**src/rtl/adc_capture_pkg.sv**
```systemverilog
// Shared types and frame constants for the serial converter capture controller.
// Assumes the converter spends a fixed number of data-clock periods sampling
// before it drives the null bit.
package adc_capture_pkg;

    // Rising data-clock edges that fall inside the sample window
    localparam int SAMPLE_RISES = 5;

    typedef enum logic [1:0] {
        ST_IDLE = 2'd0,
        ST_RUN  = 2'd1,
        ST_DONE = 2'd2
    } frame_st_t;

endpackage

```
**src/rtl/adc_sclk_gen.sv**
```systemverilog
// Data-clock divider. While run is high it toggles sclk every half_eff system
// clocks, starting low. rise_now and fall_now flag the cycle whose closing edge
// makes sclk rise or fall, so the capture logic samples sdata on that same edge.
// Assumes run drops only after a falling edge; dropping run forces sclk low.
module adc_sclk_gen #(
    parameter int DIV_W = 8
) (
    input  logic             clk,
    input  logic             rst_n,
    input  logic             run,
    input  logic [DIV_W-1:0] half_div,
    output logic             sclk,
    output logic             rise_now,
    output logic             fall_now
);

    logic [DIV_W-1:0] cnt;
    logic [DIV_W-1:0] half_eff;
    logic             tick;

    // Find the end of the current half-period and which edge it produces
    always_comb begin
        half_eff = (half_div == '0) ? DIV_W'(1) : half_div;
        tick     = run && (cnt == half_eff - DIV_W'(1));
        rise_now = tick && !sclk;
        fall_now = tick && sclk;
    end

    // Half-period counter and data-clock register
    always_ff @(posedge clk) begin
        if (!rst_n || !run) begin
            cnt  <= '0;
            sclk <= 1'b0;
        end else if (tick) begin
            cnt  <= '0;
            sclk <= ~sclk;
        end else begin
            cnt  <= cnt + DIV_W'(1);
        end
    end

endmodule

```
**src/rtl/adc_bit_capture.sv**
```systemverilog
// Serial capture. It sorts each sampled bit by its rising-edge index:
// the null bit, the most-significant-first word, and the least-significant-first
// replay of bits 1 and up. Both words are cleared when a frame starts, so a
// short frame leaves zeros below the last bit read.
// Assumes rise_idx counts rising edges from 0 within the frame.
module adc_bit_capture #(
    parameter int RES_W      = 16,
    parameter int CNT_W      = 6,
    parameter int FIRST_DATA = 6
) (
    input  logic             clk,
    input  logic             rst_n,
    input  logic             clear,
    input  logic             rise_now,
    input  logic [CNT_W-1:0] rise_idx,
    input  logic             sdata,
    output logic [RES_W-1:0] word,
    output logic             null_bit,
    output logic             replay_diff
);

    localparam int NULL_IDX  = FIRST_DATA - 1;
    localparam int FIRST_REP = FIRST_DATA + RES_W;

    logic [RES_W-1:1] rep_word;

    // Place each captured bit by its edge index
    always_ff @(posedge clk) begin
        if (!rst_n || clear) begin
            word     <= '0;
            rep_word <= '0;
            null_bit <= 1'b0;
        end else if (rise_now) begin
            if (rise_idx == CNT_W'(NULL_IDX)) begin
                null_bit <= sdata;
            end
            for (int b = 0; b < RES_W; b++) begin
                if (rise_idx == CNT_W'(FIRST_DATA + RES_W - 1 - b)) begin
                    word[b] <= sdata;
                end
            end
            for (int b = 1; b < RES_W; b++) begin
                if (rise_idx == CNT_W'(FIRST_REP + b - 1)) begin
                    rep_word[b] <= sdata;
                end
            end
        end
    end

    // Replay comparison over bits that the replay repeats
    always_comb begin
        replay_diff = (rep_word != word[RES_W-1:1]);
    end

endmodule

```
**src/rtl/adc_capture_ctrl.sv**
```systemverilog
// Frame controller for the serial converter port. A start strobe in idle
// latches the configuration and drops chip select. The controller then runs the
// data clock for a computed number of rising edges, and raises chip select one
// clock after the last falling edge. In that cycle it updates result and err and
// pulses valid. Assumes the caller keeps start low, or ignores it, while busy is high.
module adc_capture_ctrl
    import adc_capture_pkg::*;
#(
    parameter  int RES_W = 16,
    parameter  int DIV_W = 8,
    localparam int NB_W  = $clog2(RES_W + 1)
) (
    input  logic             clk,
    input  logic             rst_n,
    input  logic             start,
    input  logic [DIV_W-1:0] half_div,
    input  logic [NB_W-1:0]  nbits,
    input  logic             replay_en,
    input  logic             sdata,
    output logic             cs_n,
    output logic             sclk,
    output logic             busy,
    output logic             valid,
    output logic [RES_W-1:0] result,
    output logic             err
);

    localparam int FIRST_DATA = SAMPLE_RISES + 1;
    localparam int CNT_W      = $clog2(FIRST_DATA + 2 * RES_W);

    frame_st_t        st;
    logic [DIV_W-1:0] half_q;
    logic             rep_q;
    logic [CNT_W-1:0] rise_cnt;
    logic [CNT_W-1:0] total_q;
    logic [CNT_W-1:0] total_d;
    logic [NB_W-1:0]  n_eff;
    logic             rep_ok;
    logic             accept;
    logic             rise_now;
    logic             fall_now;
    logic [RES_W-1:0] word;
    logic             null_bit;
    logic             replay_diff;

    // Decode the bit count, the replay option and the frame length
    always_comb begin
        n_eff   = (nbits == '0 || nbits > NB_W'(RES_W)) ? NB_W'(RES_W) : nbits;
        rep_ok  = replay_en && (n_eff == NB_W'(RES_W));
        total_d = CNT_W'(FIRST_DATA) + CNT_W'(n_eff) + (rep_ok ? CNT_W'(RES_W - 1) : '0);
        accept  = (st == ST_IDLE) && !valid && start;
        busy    = (st != ST_IDLE) || valid;
    end

    adc_sclk_gen #(
        .DIV_W (DIV_W)
    ) u_sclk (
        .clk      (clk),
        .rst_n    (rst_n),
        .run      (st == ST_RUN),
        .half_div (half_q),
        .sclk     (sclk),
        .rise_now (rise_now),
        .fall_now (fall_now)
    );

    adc_bit_capture #(
        .RES_W      (RES_W),
        .CNT_W      (CNT_W),
        .FIRST_DATA (FIRST_DATA)
    ) u_cap (
        .clk         (clk),
        .rst_n       (rst_n),
        .clear       (accept),
        .rise_now    (rise_now),
        .rise_idx    (rise_cnt),
        .sdata       (sdata),
        .word        (word),
        .null_bit    (null_bit),
        .replay_diff (replay_diff)
    );

    // Frame sequencing, chip select and result register
    always_ff @(posedge clk) begin
        if (!rst_n) begin
            st       <= ST_IDLE;
            cs_n     <= 1'b1;
            valid    <= 1'b0;
            result   <= '0;
            err      <= 1'b0;
            rise_cnt <= '0;
            total_q  <= '0;
            half_q   <= '0;
            rep_q    <= 1'b0;
        end else begin
            valid <= 1'b0;
            case (st)
                ST_IDLE: begin
                    if (accept) begin
                        st       <= ST_RUN;
                        cs_n     <= 1'b0;
                        rise_cnt <= '0;
                        total_q  <= total_d;
                        half_q   <= half_div;
                        rep_q    <= rep_ok;
                    end
                end
                ST_RUN: begin
                    if (rise_now) begin
                        rise_cnt <= rise_cnt + CNT_W'(1);
                    end
                    if (fall_now && rise_cnt == total_q) begin
                        st <= ST_DONE;
                    end
                end
                ST_DONE: begin
                    cs_n   <= 1'b1;
                    valid  <= 1'b1;
                    result <= word;
                    err    <= null_bit || (rep_q && replay_diff);
                    st     <= ST_IDLE;
                end
                default: st <= ST_IDLE;
            endcase
        end
    end

endmodule

```
**config.mk**
```make
export PLATFORM = sky130hd
export DESIGN_NAME = adc_capture_ctrl
export DESIGN_NICKNAME = d
export VERILOG_FILES = /design/src/rtl/adc_capture_pkg.sv /design/src/rtl/adc_sclk_gen.sv /design/src/rtl/adc_bit_capture.sv /design/src/rtl/adc_capture_ctrl.sv
export SDC_FILE = /design/constraint.sdc
export NUM_CORES = 1
export LEC_CHECK = 0
export BUFFER_PORTS_ARGS = -buffer_cell sky130_fd_sc_hd__buf_2
export CORE_MARGIN = 2
export CORE_UTILIZATION = 40
export CTS_CLUSTER_DIAMETER = 40
export CTS_CLUSTER_SIZE = 10
export DETAILED_ROUTE_END_ITERATION = 8
export PLACE_DENSITY = 0.57
export SYNTH_ARGS = -nofsm -noshare
export SYNTH_HDL_FRONTEND = slang
export SYNTH_SLANG_ARGS = --single-unit
```
**constraint.sdc**
```tcl
create_clock -name clk -period 4.9 [get_ports clk]
set_input_delay 0.49 -clock clk [delete_from_list [all_inputs] [get_ports clk]]
set_output_delay 0.49 -clock clk [all_outputs]
set_load 0.02 [all_outputs]
```
==> summary.txt, run 1 <==
Detailed routing
  • Via count: 3248
  • Vias per inst: 5.19
  • Post-Route WL: 8960 um
  • Drt first pass iters: 5
  • Detail Route Antenna Nets: 0
  • Drt drc: 0
  • DR WL/cell: 14.3 um
  • DRT iter0 DRCs: 125

Min path
  • Hold Path End: half_q[5]$_SDFFE_PN0P_
  • Tightest Hold Check Type: input pin to register
  • WHS Path Cells: 3
  • Min-delay src: half_div[5]

Place
  • GPL Wtd Cong: 0.803
  • PortBufs: 38
  • Post-detail-place hpwl: 6160 um

Final layout
  • Nets@finish: 522
  • Number of diodes: 0
  • Multi-input gate area: 2230 sq um
  • Layout cell share with drive strength beyond 1: 13.6%
  • Sequential cell area: 1660 sq um
  • Fillers: 1000
  • Area delta synth->final: 11.7%

Worst setup path
  • CP required: 5200 ps
  • Reg2reg start: half_q[4]$_SDFFE_PN0P_
  • Critical path's top delay family: simple AND/OR/NAND/NOR gates
  • WS Path Type: input pin to register
  • Slowest stage delay, CP: 520 ps
  • CP startpoint kind: input pin
  • Slowest cell on the critical path: or4_1
  • R2R Path End: st[0]$_SDFFE_PN0P_
  • Ordered cell list for the critical path: buf_2, or4_1, ha_1, nor2b_1, nor2_1, nand3_1, nor3b_1, inv_1, ha_1, inv_1, ha_1, inv_1, fa_1, nor2b_1, o21ai_0, nand2_1, o22ai_1, nor2_1
  • WP buf/inv: 4
  • Crit. End Element: register
  • CP max FO: 4
  • Signal arrival time at the worst endpoint: 3670 ps
  • Flop2flop setup slack: 1790 ps
  • Reg2Reg Depth: 9

Synthesis
  • Ys flop type: dfxtp_1
  • Post-synth top area share: 40.9%
  • Fraction of synthesized cell area in xor and xnor cells: 8.15%
  • Yosys top cell by area: dfxtp_1
  • Synth cell types: 49
  • Mux cell area share after synthesis: 7.88%
  • Ys Warns: 0
  • Most frequent cell after synthesis: dfxtp_1
  • Synth Net Count: 498
  • Number of synthesized flops with an enable pin: 0
  • Synthesized area: 4070 sq um
  • Top post-synthesis cells by count: dfxtp_1 (83), nand2_1 (77), nand3_1 (35)
  • Synthesized instance count: 464
  • Post-Synth Simple-Gate Area: 22.2%
  • Register area share after synthesis: 40.9%
  • Post-synth ARST share: 0%
  • Largest family of logic cells by synthesized area: simple AND/OR/NAND/NOR gates
  • Top cells by area, synth: dfxtp_1 (41%), mux2i_1 (7.9%), nand2_1 (7.1%), ha_1 (4.6%), xor2_1 (4.5%)
  • Syn Area/Cell: 8.76 sq um
  • Yosys reg bits: 83
  • Synth Area in Compound Gates: 11.3%
  • Adder-cell share of the synthesized area: 5.11%

CTS
  • Worst-skew pair later-pin latency: 360 ps
  • CTS Buffer Depth: 2
  • Clock transition at path regs: 80 ps
  • Clk root buf: clkbuf_8
  • Post_cts resized: 0
  • CTS tree: done
  • CTS Buf Count: 9
  • Cts hold-fix bufs: 0
  • H-tree Lvls: 3
  • # clock sinks: 83
  • Post-CTS Setup Bufs: 0

Power and ir drop
  • P_leak: 0.00199 uW
  • Pwr Total: 1380 uW
  • PD cells: 304 nW/um^2
  • Peak supply drop: 140 uV

Floorplanning
  • Die Ht: 105 um
  • Full die area: 11000 sq um
  • Initial Utilization: 41.4%
  • Top Ports: 39
  • Row count: 36
  • Die span in x: 105 um
  • Core area: 9820 sq um

Run
  • MaxCap Viol Count: 0

Timing
  • Unrepaired setup endpoints after global routing: false
  • Tmin final: 3370 ps
  • Slew margin rel.: 28.2%
  • Max Slew Vio Count: 0
  • Endpoints failing setup: 0
  • Worst slew pin tran: 1070 ps
  • Hold Fails Final Rpt: 0
  • Setup TNS Final: 0 ps
  • Final period util: 68.9%
  • Clock skew: 13.4 ps
  • Maximum clock frequency: 0.296 GHz

GRT
  • Grt ovf: 0
  • Largest net degree at the start of global routing: 36
  • First-pass GRT wire length: 15000 um
  • Global Route Usage Sum: 16.8%
  • Initial antenna violation count: 0
  • Vias in the first global route: 3030

Outcome
  • Status: completed
## stage by stage
step                      util [%]  instances  hold WS, ps  setup WS, ps  instance area (sq um)
after floorplan                  -        464          437          1570                   4070
after global placement        44.2        610          431          1330                   4340
after detailed placement      44.2        610          434          1150                   4340
after CTS                     46.3        626          352          1540                   4540
after global routing          46.3        626          363          1280                   4540
final                         46.3        626          370          1530                   4540
## layout by cell type (no fill, tap or decap), types with 15 or more instances in the layout
cell / netlist / final
inv_1: 16 / 16
a22o_1: 17 / 17
nand2_1: 77 / 77
dfxtp_1: 83 / 83
a21oi_1: 21 / 21
nor2_1: 22 / 21
mux2i_1: 32 / 32
nand3_1: 35 / 35
xnor2_1: 15 / 15
xor2_1: 21 / 21
buf_2: 5 / 38
ha_1: 15 / 15
## how the worst max path moves through the flow
stage / from / to / slack [ps] / cells after the start
2_1_floorplan: nbits[1] / total_q[5]$_SDFFE_PN0P_ / 1570 / 17
3_3_place_gp: nbits[1] / total_q[5]$_SDFFE_PN0P_ / 1330 / 18
3_5_place_dp: nbits[1] / total_q[5]$_SDFFE_PN0P_ / 1150 / 18
4_1_cts: nbits[1] / total_q[5]$_SDFFE_PN0P_ / 1540 / 18
5_1_grt: nbits[1] / total_q[4]$_SDFFE_PN0P_ / 1280 / 16
6_report: nbits[1] / total_q[5]$_SDFFE_PN0P_ / 1530 / 18
## metal layers
layer,GRT usage [%],vias to the layer above,routed length [um]
met5,0,-,0
met2,26.0,47,4000
li1,-,1648,-
met3,2.68,7,231
met4,5.71,0,83
met1,23.8,1546,4640
## worst register-to-register path: cells and delay by family (launching register included)
family	cells	cell delay (ps)
DFF	1	380
and+or+nand+nor	3	1410
adders and majority gates	1	270
AOI/OAI and AO/OA	5	940
## final cells by class
| cell class | instances | area share, % |
|---|---|---|
| Timing Repair Buffer | 41 | 4.68 |
| Clock buffer | 10 | 3.03 |
| Multi-Input combinational cell | 336 | 49.1 |
| Inverter | 17 | 1.40 |
| Sequential cell | 83 | 36.6 |
| Tap cell | 133 | 3.66 |
| Clock inverter | 6 | 1.54 |
## power by group
group          internal [uW]  switching (uW)  total (uW)
Combinational           65.6            98.9         164
Sequential               686            15.2         701
Clock                    254             263         517
Total                   1010             377        1380
## flip-flops by register name, indices dropped and copies added (netlist names)
| name | cells |
|---|---|
| cs_n | 1 |
| err | 1 |
| half_q | 8 |
| rep_q | 1 |
| result | 16 |
| rise_cnt | 6 |
| st | 2 |
| total_q | 6 |
| u_cap.null_bit | 1 |
| u_cap.rep_word | 15 |
| u_cap.word | 16 |
| u_sclk.cnt | 8 |
| u_sclk.sclk | 1 |
| valid | 1 |
## cells by family after synthesis
group | count (synthesis)
multiplexers | 32
flip-flops | 83
AO/OA/AOI/OAI | 64
buffers and inverters | 45
AND/OR/NAND/NOR | 187
XOR/XNOR | 37
adder cells (fa/ha/maj) | 16
No activity file was read; power rests on OpenSTA's default activity.
==> run 2: changes to the inputs <==
Settings changed: PLACE_DENSITY 0.57 to 0.59.
Clock period 4.9 ns to 2.75 ns, I/O delays scaled along.
==> summary.txt, run 2 (synthesis results as in run 1) <==
Outcome
  • Status: finished, violations left
  • Failing checks: negative setup slack

Timing
  • Clock skew: 12.4 ps (-1.01 ps)
  • Max Slew Vio Count: 0 (unchanged)
  • Setup ws final: -27.4 ps (-1550 ps)
  • Maximum clock frequency: 0.360 GHz
  • Endpoints failing setup: 2 (+2)
  • Hold Fails Final Rpt: 0 (unchanged)
  • Tmin final: 2780 ps
  • Slew margin rel.: 49.3% (+21 points)
  • Final period util: 101%
  • Worst slew pin tran: 760 ps (-314 ps)
  • Unrepaired setup endpoints after global routing: true
  • Setup TNS Final: -33.4 ps (-33.4 ps)

CTS
  • CTS Buffer Depth: 2 (unchanged)
  • Cts hold-fix bufs: 0 (unchanged)
  • CTS tree: done
  • Clock transition at path regs: 80 ps (about the same)
  • Clk root buf: clkbuf_8
  • CTS Buf Count: 9 (unchanged)
  • # clock sinks: 83 (unchanged)
  • Worst-skew pair later-pin latency: 370 ps (about the same)
  • H-tree Lvls: 3 (unchanged)

Place
  • Post-detail-place hpwl: 6470 um (+5.0%)
  • Post-DP Area: 4640 sq um (+6.9%)
  • GPL Wtd Cong: 0.816 (+1.7%)
  • Worst slack, placed: -359 ps (-1510 ps)
  • PortBufs: 38 (unchanged)

Detailed routing
  • Vias per inst: 5.14 (-1.0%)
  • Met1 wire length: 4740 um (+2.1%)
  • Drt drc: 0 (unchanged)
  • Detail Route Antenna Nets: 0 (unchanged)
  • DR WL/cell: 14.5 um (+1.6%)
  • Drt first pass iters: 4 (-1)
  • Via count: 3364 (+3.6%)
  • DRT iter0 DRCs: 153 (+22%)
  • Top layer in use: met4
  • Post-Route WL: 9530 um (+6.3%)
  • Wire length on met3: 292 um (+26%)
  • Met2 WL: 4350 um (+8.7%)

GRT
  • Vias in the first global route: 3196 (+5.5%)
  • Initial antenna violation count: 0 (unchanged)
  • Global Route Usage Sum: 17.1% (+0.32 points)
  • Largest net degree at the start of global routing: 36 (unchanged)
  • Grt ovf: 0 (unchanged)
  • First-pass GRT wire length: 15100 um (+1.1%)

Floorplanning
  • Row count: 36 (unchanged)
  • Full die area: 11000 sq um (unchanged)
  • Top Ports: 39 (unchanged)
  • Die span in x: 105 um (unchanged)
  • Core area: 9820 sq um (unchanged)
  • Initial Utilization: 41.4% (unchanged)
  • Die Ht: 105 um (unchanged)

Power and ir drop
  • PD cells: 515 nW/um^2 (+69%)
  • Peak supply drop: 219 uV (+56%)
  • Pwr Total: 2590 uW (+88%)
  • P_leak: 0.00219 uW (+9.9%)

Final layout
  • Layout cell share with drive strength beyond 1: 25.1% (+12 points)
  • Commonest non-fill, non-tap cell in the layout: dfxtp_1
  • Commonest non-fill, non-tap cells in the layout: dfxtp_1 (82), nand2_1 (77), buf_2 (37)
  • Number of diodes: 0 (unchanged)
  • Design area: 5030 sq um (+11%)
  • Nets@finish: 551 (+5.6%)
  • Area delta synth->final: 23.8%
  • Top Registers: result: 16 flops, u_cap.word: 16 flops, u_cap.rep_word: 15 flops

Min path
  • Tightest Hold Check Type: input pin to register
  • Min-delay src: half_div[2]

Worst setup path
  • CP required: 3040 ps (-2160 ps)
  • CP max FO: 2 (-2)
  • Crit. Startpoint: nbits[1]
  • WS Path Type: input pin to register
  • Signal arrival time at the worst endpoint: 3070 ps (-600 ps)
  • CP startpoint kind: input pin
  • Reg2reg start: half_q[4]$_SDFFE_PN0P_
  • Crit. End Element: register

Run
  • MaxCap Viol Count: 0 (unchanged)
==> run 2: layer usage <==
layer | up-vias | global-route usage, %
li1 | 1715 | -
met1 | 1584 | 23.3
met2 | 51 | 26.4
met3 | 14 | 2.99
met4 | 0 | 7.90
met5 | - | 0
==> run 2: power breakdown <==
group,internal (uW),leakage [uW],switching (uW)
combinational,215,0.00143,236
sequential,1220,0.000672,18.7
clock,448,0.0000957,455
total,1880,0.00219,709
==> run 2: layout make-up <==
class                      count  area, sq um
fill                         984         4790
clock inverter                 5         62.6
inverter                      17         66.3
timing repair buffer          70          487
multi-input combinational    336         2450
sequential                    83         1660
tap                          133          166
clock buffer                  11          141
==> run 2: final timing paths <==
check	end	slack (ps)	depth (start not counted)
worst min register to register	cs_n$_SDFFE_PN1P_	460	2
worst min-delay path	half_q[2]$_SDFFE_PN0P_	140	3
worst max-delay path	total_q[4]$_SDFFE_PN0P_	-30	17
worst max register to register	rise_cnt[5]$_SDFFE_PN0P_	80	10
==> run 2: repair_timing <==
item / 4_1_cts / 5_1_grt
resized for setup: 0 / 28
buffers inserted: 0 / 4
gates cloned: 0 / 1
endpoints found under the setup margin: 1 / 34
pin swaps: 2 / 27
==> run 2: worst max-delay path, cell delays in order <==
cell     delay (ps)
buf_6            90
or4_4           540
ha_4            300
nor2b_4          40
nor2_2           90
nand3_2         100
nor3b_4         230
inv_2            80
buf_6           120
ha_4            280
inv_4            30
ha_4            220
a21o_1          190
a21oi_2         150
xnor2_1         120
nand2_1          70
a21oi_1         130
==> run 2: per-stage QoR <==
stage	hold WS [ps]	instances	util [%]
final	144	655	51.3
after global placement	444	634	47.2
after floorplan	408	464	-
after global routing	145	655	51.3
after CTS	133	650	49.3
after detailed placement	448	634	47.2
